<file path="src/rtl/lbk_pkg.sv">
package lbk_pkg;

  typedef enum logic [1:0] {
    MODE_NORMAL = 2'd0,
    MODE_LOCAL  = 2'd1,
    MODE_REMOTE = 2'd2
  } lbMode_e;

  typedef struct packed {
    logic loc100;
    logic loc10;
    logic rem100;
    logic isolate;
  } lbSel_t;

endpackage

</file>
<file path="src/rtl/lbk_ctrl.sv">
module lbk_ctrl
  import lbk_pkg::*;
(
  input  logic   clk,
  input  logic   rstN,
  input  logic   localLbEn,
  input  logic   remoteLbEn,
  input  logic   speed100,
  output lbSel_t sel
);

  lbMode_e modeQ, modeD;
  logic    speedQ;

  // Local loopback has priority; remote is honoured only at 100 Mb/s.
  always_comb begin
    if (localLbEn)                   modeD = MODE_LOCAL;
    else if (remoteLbEn && speed100) modeD = MODE_REMOTE;
    else                             modeD = MODE_NORMAL;
  end

  always_ff @(posedge clk or negedge rstN) begin
    if (!rstN) begin
      modeQ  <= MODE_NORMAL;
      speedQ <= 1'b1;
    end else begin
      modeQ  <= modeD;
      speedQ <= speed100;
    end
  end

  always_comb begin
    sel.loc100  = (modeQ == MODE_LOCAL) &&  speedQ;
    sel.loc10   = (modeQ == MODE_LOCAL) && !speedQ;
    sel.rem100  = (modeQ == MODE_REMOTE);
    sel.isolate = (modeQ == MODE_LOCAL);
  end

  // local request one edge earlier wins over remote
  a_r8_local_priority: assert property (@(posedge clk) disable iff (!rstN)
    ($past(rstN) && $past(localLbEn)) |-> (sel.isolate && !sel.rem100));

  // remote request at 10 Mb/s leaves the block in normal mode
  a_r7_no_remote_10m: assert property (@(posedge clk) disable iff (!rstN)
    ($past(rstN) && !$past(localLbEn) && !$past(speed100)) |-> (sel == '0));

  // steady controls give a steady selection
  a_r9_sel_steady: assert property (@(posedge clk) disable iff (!rstN)
    ($past(rstN) && $stable(localLbEn) && $stable(remoteLbEn) && $stable(speed100))
      |=> $stable(sel));

  // at most one routing strobe active
  a_r3_one_route: assert property (@(posedge clk) disable iff (!rstN)
    $onehot0({sel.loc100, sel.loc10, sel.rem100}));

endmodule

</file>
<file path="src/rtl/lbk_datapath.sv">
module lbk_datapath
  import lbk_pkg::*;
#(
  parameter int W = 4
) (
  input  logic         clk,
  input  logic         rstN,
  input  lbSel_t       sel,
  input  logic [W-1:0] txNrziTap,
  input  logic [W-1:0] txManchTap,
  input  logic [W-1:0] rxRecovTap,
  input  logic [W-1:0] lineRx10,
  output logic [W-1:0] rxNrziDecIn,
  output logic [W-1:0] rxPllIn10,
  output logic [W-1:0] txMlt3In,
  output logic [W-1:0] tx10DrvIn,
  output logic         mediaIsolate
);

  localparam int LANES = W;

  for (genvar i = 0; i < LANES; i++) begin : g_lane
    assign rxNrziDecIn[i] = sel.loc100 ? txNrziTap[i]  : rxRecovTap[i];
    assign rxPllIn10[i]   = sel.loc10  ? txManchTap[i] : lineRx10[i];
    assign txMlt3In[i]    = sel.rem100  ? rxRecovTap[i]
                          : sel.isolate ? 1'b0 : txNrziTap[i];
    assign tx10DrvIn[i]   = sel.isolate ? 1'b0 : txManchTap[i];
  end

  assign mediaIsolate = sel.isolate;

  // isolated line drivers carry no data
  a_r3_quiet_line: assert property (@(posedge clk) disable iff (!rstN)
    mediaIsolate |-> (txMlt3In == '0 && tx10DrvIn == '0));

  // 100 Mb/s local path wraps encoder output into decoder
  a_r4_local100_path: assert property (@(posedge clk) disable iff (!rstN)
    sel.loc100 |-> (rxNrziDecIn == txNrziTap && rxPllIn10 == lineRx10));

  // 10 Mb/s local path wraps Manchester output into the PLL
  a_r5_local10_path: assert property (@(posedge clk) disable iff (!rstN)
    sel.loc10 |-> (rxPllIn10 == txManchTap && rxNrziDecIn == rxRecovTap));

  // remote path returns recovered data to the line
  a_r6_remote_path: assert property (@(posedge clk) disable iff (!rstN)
    sel.rem100 |-> (txMlt3In == rxRecovTap && !mediaIsolate));

endmodule

</file>
<file path="src/rtl/lbk_router.sv">
module lbk_router
  import lbk_pkg::*;
#(
  parameter int W = 4
) (
  input  logic         clk,
  input  logic         rstN,
  input  logic         localLbEn,
  input  logic         remoteLbEn,
  input  logic         speed100,
  input  logic [W-1:0] txNrziTap,
  input  logic [W-1:0] txManchTap,
  input  logic [W-1:0] rxRecovTap,
  input  logic [W-1:0] lineRx10,
  output logic [W-1:0] rxNrziDecIn,
  output logic [W-1:0] rxPllIn10,
  output logic [W-1:0] txMlt3In,
  output logic [W-1:0] tx10DrvIn,
  output logic         mediaIsolate
);

  lbSel_t sel;

  lbk_ctrl u_ctrl (
    .clk        (clk),
    .rstN       (rstN),
    .localLbEn  (localLbEn),
    .remoteLbEn (remoteLbEn),
    .speed100   (speed100),
    .sel        (sel)
  );

  lbk_datapath #(.W(W)) u_dp (
    .clk          (clk),
    .rstN         (rstN),
    .sel          (sel),
    .txNrziTap    (txNrziTap),
    .txManchTap   (txManchTap),
    .rxRecovTap   (rxRecovTap),
    .lineRx10     (lineRx10),
    .rxNrziDecIn  (rxNrziDecIn),
    .rxPllIn10    (rxPllIn10),
    .txMlt3In     (txMlt3In),
    .tx10DrvIn    (tx10DrvIn),
    .mediaIsolate (mediaIsolate)
  );

endmodule

</file>
<file path="config.mk">
export PLATFORM = sky130hd
export DESIGN_NAME = lbk_router
export DESIGN_NICKNAME = d
export VERILOG_FILES = /design/src/rtl/lbk_pkg.sv /design/src/rtl/lbk_ctrl.sv /design/src/rtl/lbk_datapath.sv /design/src/rtl/lbk_router.sv
export SDC_FILE = /design/constraint.sdc
export NUM_CORES = 1
export LEC_CHECK = 0
export BUFFER_PORTS_ARGS = -buffer_cell sky130_fd_sc_hd__buf_4
export CELL_PAD_IN_SITES_DETAIL_PLACEMENT = 1
export CELL_PAD_IN_SITES_GLOBAL_PLACEMENT = 1
export CORE_MARGIN = 2
export CORE_UTILIZATION = 20
export CTS_CLUSTER_DIAMETER = 80
export DETAILED_ROUTE_END_ITERATION = 12
export PLACE_DENSITY = 0.88
export SLEW_MARGIN = 5
export SYNTH_ARGS = -nofsm -noshare
export SYNTH_HDL_FRONTEND = slang
export SYNTH_HIERARCHICAL = 1
export SYNTH_SLANG_ARGS = --single-unit
</file>
<file path="constraint.sdc">
create_clock -name clk -period 4.4 [get_ports clk]
set_clock_uncertainty 0.2 [all_clocks]
set_input_delay 0.88 -clock clk [delete_from_list [all_inputs] [get_ports clk]]
set_output_delay 0.88 -clock clk [all_outputs]
set_load 0.01 [all_outputs]
</file>
==> run summary <==
Status = finished, final reports clean
Peak supply drop = 0.169 mV
Int Pwr = 0.0000981 W
Core Region = 1350 sq um
Max Fclk = 382 MHz
Power share of the combinational group = 41.2%
Clock share of power = 36.0%
Remaining Overflow, GRT = 0
Die X-Extent = 42.6 um
Yosys warnings = 6
Number of global-route vias before repair = 425
Full die area = 1810 sq um
Final Setup Violations = 0
Post-route ant nets = 0
Via count = 385
Mean post-synth cell area = 9.93 sq um
Layout area overhead = 106%
Slowest CP cell = dfstp_2
Worst Max-Slew Pin Slew = 495 ps
CTS Sinks = 3
Largest net degree at the start of global routing = 9
Final core occ = 45.4%
Non-Filler Instances = 85
DRC Markers = 0
CTS Root Cell = clkbuf_4
CP Launch Type = flip-flop
N_diodes = 0
Wire length per cell = 11.8 um
Unique masters post-synth = 13
First-pass GRT wire length = 1.66 mm
TritonCTS clock tree = built
Reg power frac = 22.8%
Crit path max fanout = 4
I/O pin count = 38
Layout Nets = 92
Sequential-to-total area share from yosys stat = 25.6%
Hold Path Class = input pin to asynchronous set/reset pin
DRT Pass-1 Iters = 4
Post-Route WL = 1.00 mm
Crit end category = primary output
RSZ-0062 raised after global routing = false
Worst rel slew slack = 66.9%
Net Sw Frac = 26.7%
Initial core utilization = 22.1%
IO buf count = 37
Syn Nets = 51
Routability congestion estimate from global placement = 0.635
CP arrival = 1540 ps
# rows = 13
Leakage dissipation = 0.317 nW
Post_cts resized = 0
Net Sw Power = 0.0000357 W
Initial antenna violation count = 0
Final instance area = 613 sq um
CP Cell Sequence = and3b_1, mux2_2, buf_4
HPWL Detailed = 854 um
Ratio of cells with drive above 1 in the final layout = 72.9%
Die Y = 42.6 um
Max incr delay on CP = 520 ps
Critical Path RT = 3320 ps
Hold_buf cts = 0
Final Hold Fails = 0
TritonCTS Buffers = 3
Vias per inst = 4.53
Power per Cell Area = 218 nW/um^2
Synth Instances = 30
Clock transition at the registers of the reported paths = 40 ps
DP Area = 587 sq um
Dpl cells = 81
Critical path type = flip-flop to primary output
Final min period = 2620 ps
Hold slack final = 225 ps
CTS max path bufs = 2
Fin Setup TNS = 0 ps
Final period util = 59.5%
H-tree depth = 1
GRT Overall Usage = 12.4%
Synthesized area = 298 sq um
Fin. max-slew vios = 0
Iter 0 DRT Violations = 2
Seq cells post-synth = 3
# Post-CTS Setup Buffers = 0
MaxCap Viol Count = 0
[power groups by stage]
stage                     sequential (W)   clock, W  combinational [W]
after detailed placement       0.0000308          0          0.0000558
after CTS                      0.0000305  0.0000510          0.0000559
after floorplan                0.0000305          0          0.0000228
after global routing           0.0000306  0.0000552          0.0000599
final                          0.0000304  0.0000482          0.0000552
after global placement         0.0000307          0          0.0000551
[final cells by class]
type / count / area (sq um)
fillers: 174 / 737
repair buffers: 37 / 278
multi-input cells: 26 / 214
flip-flops and latches: 3 / 76.3
clock buffers: 4 / 26.3
well taps: 15 / 18.8
[worst paths after layout]
check	start	end	slack [ps]	depth (start not counted)
max in group asynchronous	rstN	u_ctrl/speedQ	3590	1
hold / removal	rstN	u_ctrl/modeQ[0]	230	1
setup / recovery	u_ctrl/speedQ	rxNrziDecIn[3]	1780	3
min in group clk	localLbEn	u_ctrl/modeQ[0]	560	1
[cells in the mapped netlist (all sizes together)]
library cell	number	share of area, %
dfstp	1	8.8
and3b	2	5.9
a22o	2	5.9
nand2b	2	4.2
o21ai	2	3.4
nor2b	4	8.4
buf	1	2.5
nor3b	1	4.2
mux2	8	30
nand2	2	2.5
dfrtp	2	17
nor2	1	2.1
and2b	2	5.0
[stage by stage]
step / setup WS (ps) / total power, W
2_1_floorplan: 2130 / 0.0000534
3_3_place_gp: 1940 / 0.0000857
3_5_place_dp: 1930 / 0.0000866
4_1_cts: 1780 / 0.000137
5_1_grt: 1660 / 0.000146
6_report: 1780 / 0.000134
[per-layer routing]
metal | track usage [%] | share of wire, % | vias up
met3 | 1.72 | 5.5 | 2
met5 | 0 | 0 | -
met4 | 11.3 | 2.2 | 0
li1 | - | - | 185
met2 | 21.8 | 58 | 14
met1 | 12.4 | 34 | 184
[worst max-delay path: cells and delay by family, from the launching register on]
kind | cells | cell delay (ps)
multiplexers | 1 | 360
flip-flops | 1 | 520
buffers and inverters | 1 | 140
AND/OR/NAND/NOR | 1 | 280
[sequential cells by signal (all words and copies together) (netlist names)]
register	count
u_ctrl/modeQ	2
u_ctrl/speedQ	1
[kinds of logic after synthesis]
kind of cell           after synthesis  share of synthesized area [%]
and+or+nand+nor                     14                           32.4
muxes                                8                           30.3
AOI/OAI and AO/OA                    4                           9.24
DFF                                  3                           25.6
buffers and inverters                1                           2.52
[cell usage in the layout, fill, tap and decap left out, drive strengths merged]
cell	synthesis	routed
nand2	2	2
dfrtp	2	2
clkbuf	0	4
buf	1	37
nor3b	1	1
nor2	1	1
nand2b	2	2
dfstp	1	1
and2b	2	2
and3b	2	2
o21ai	2	2
a22o	2	2
mux2	8	8
nor2b	4	4
Power figures use the tool's default switching activity.
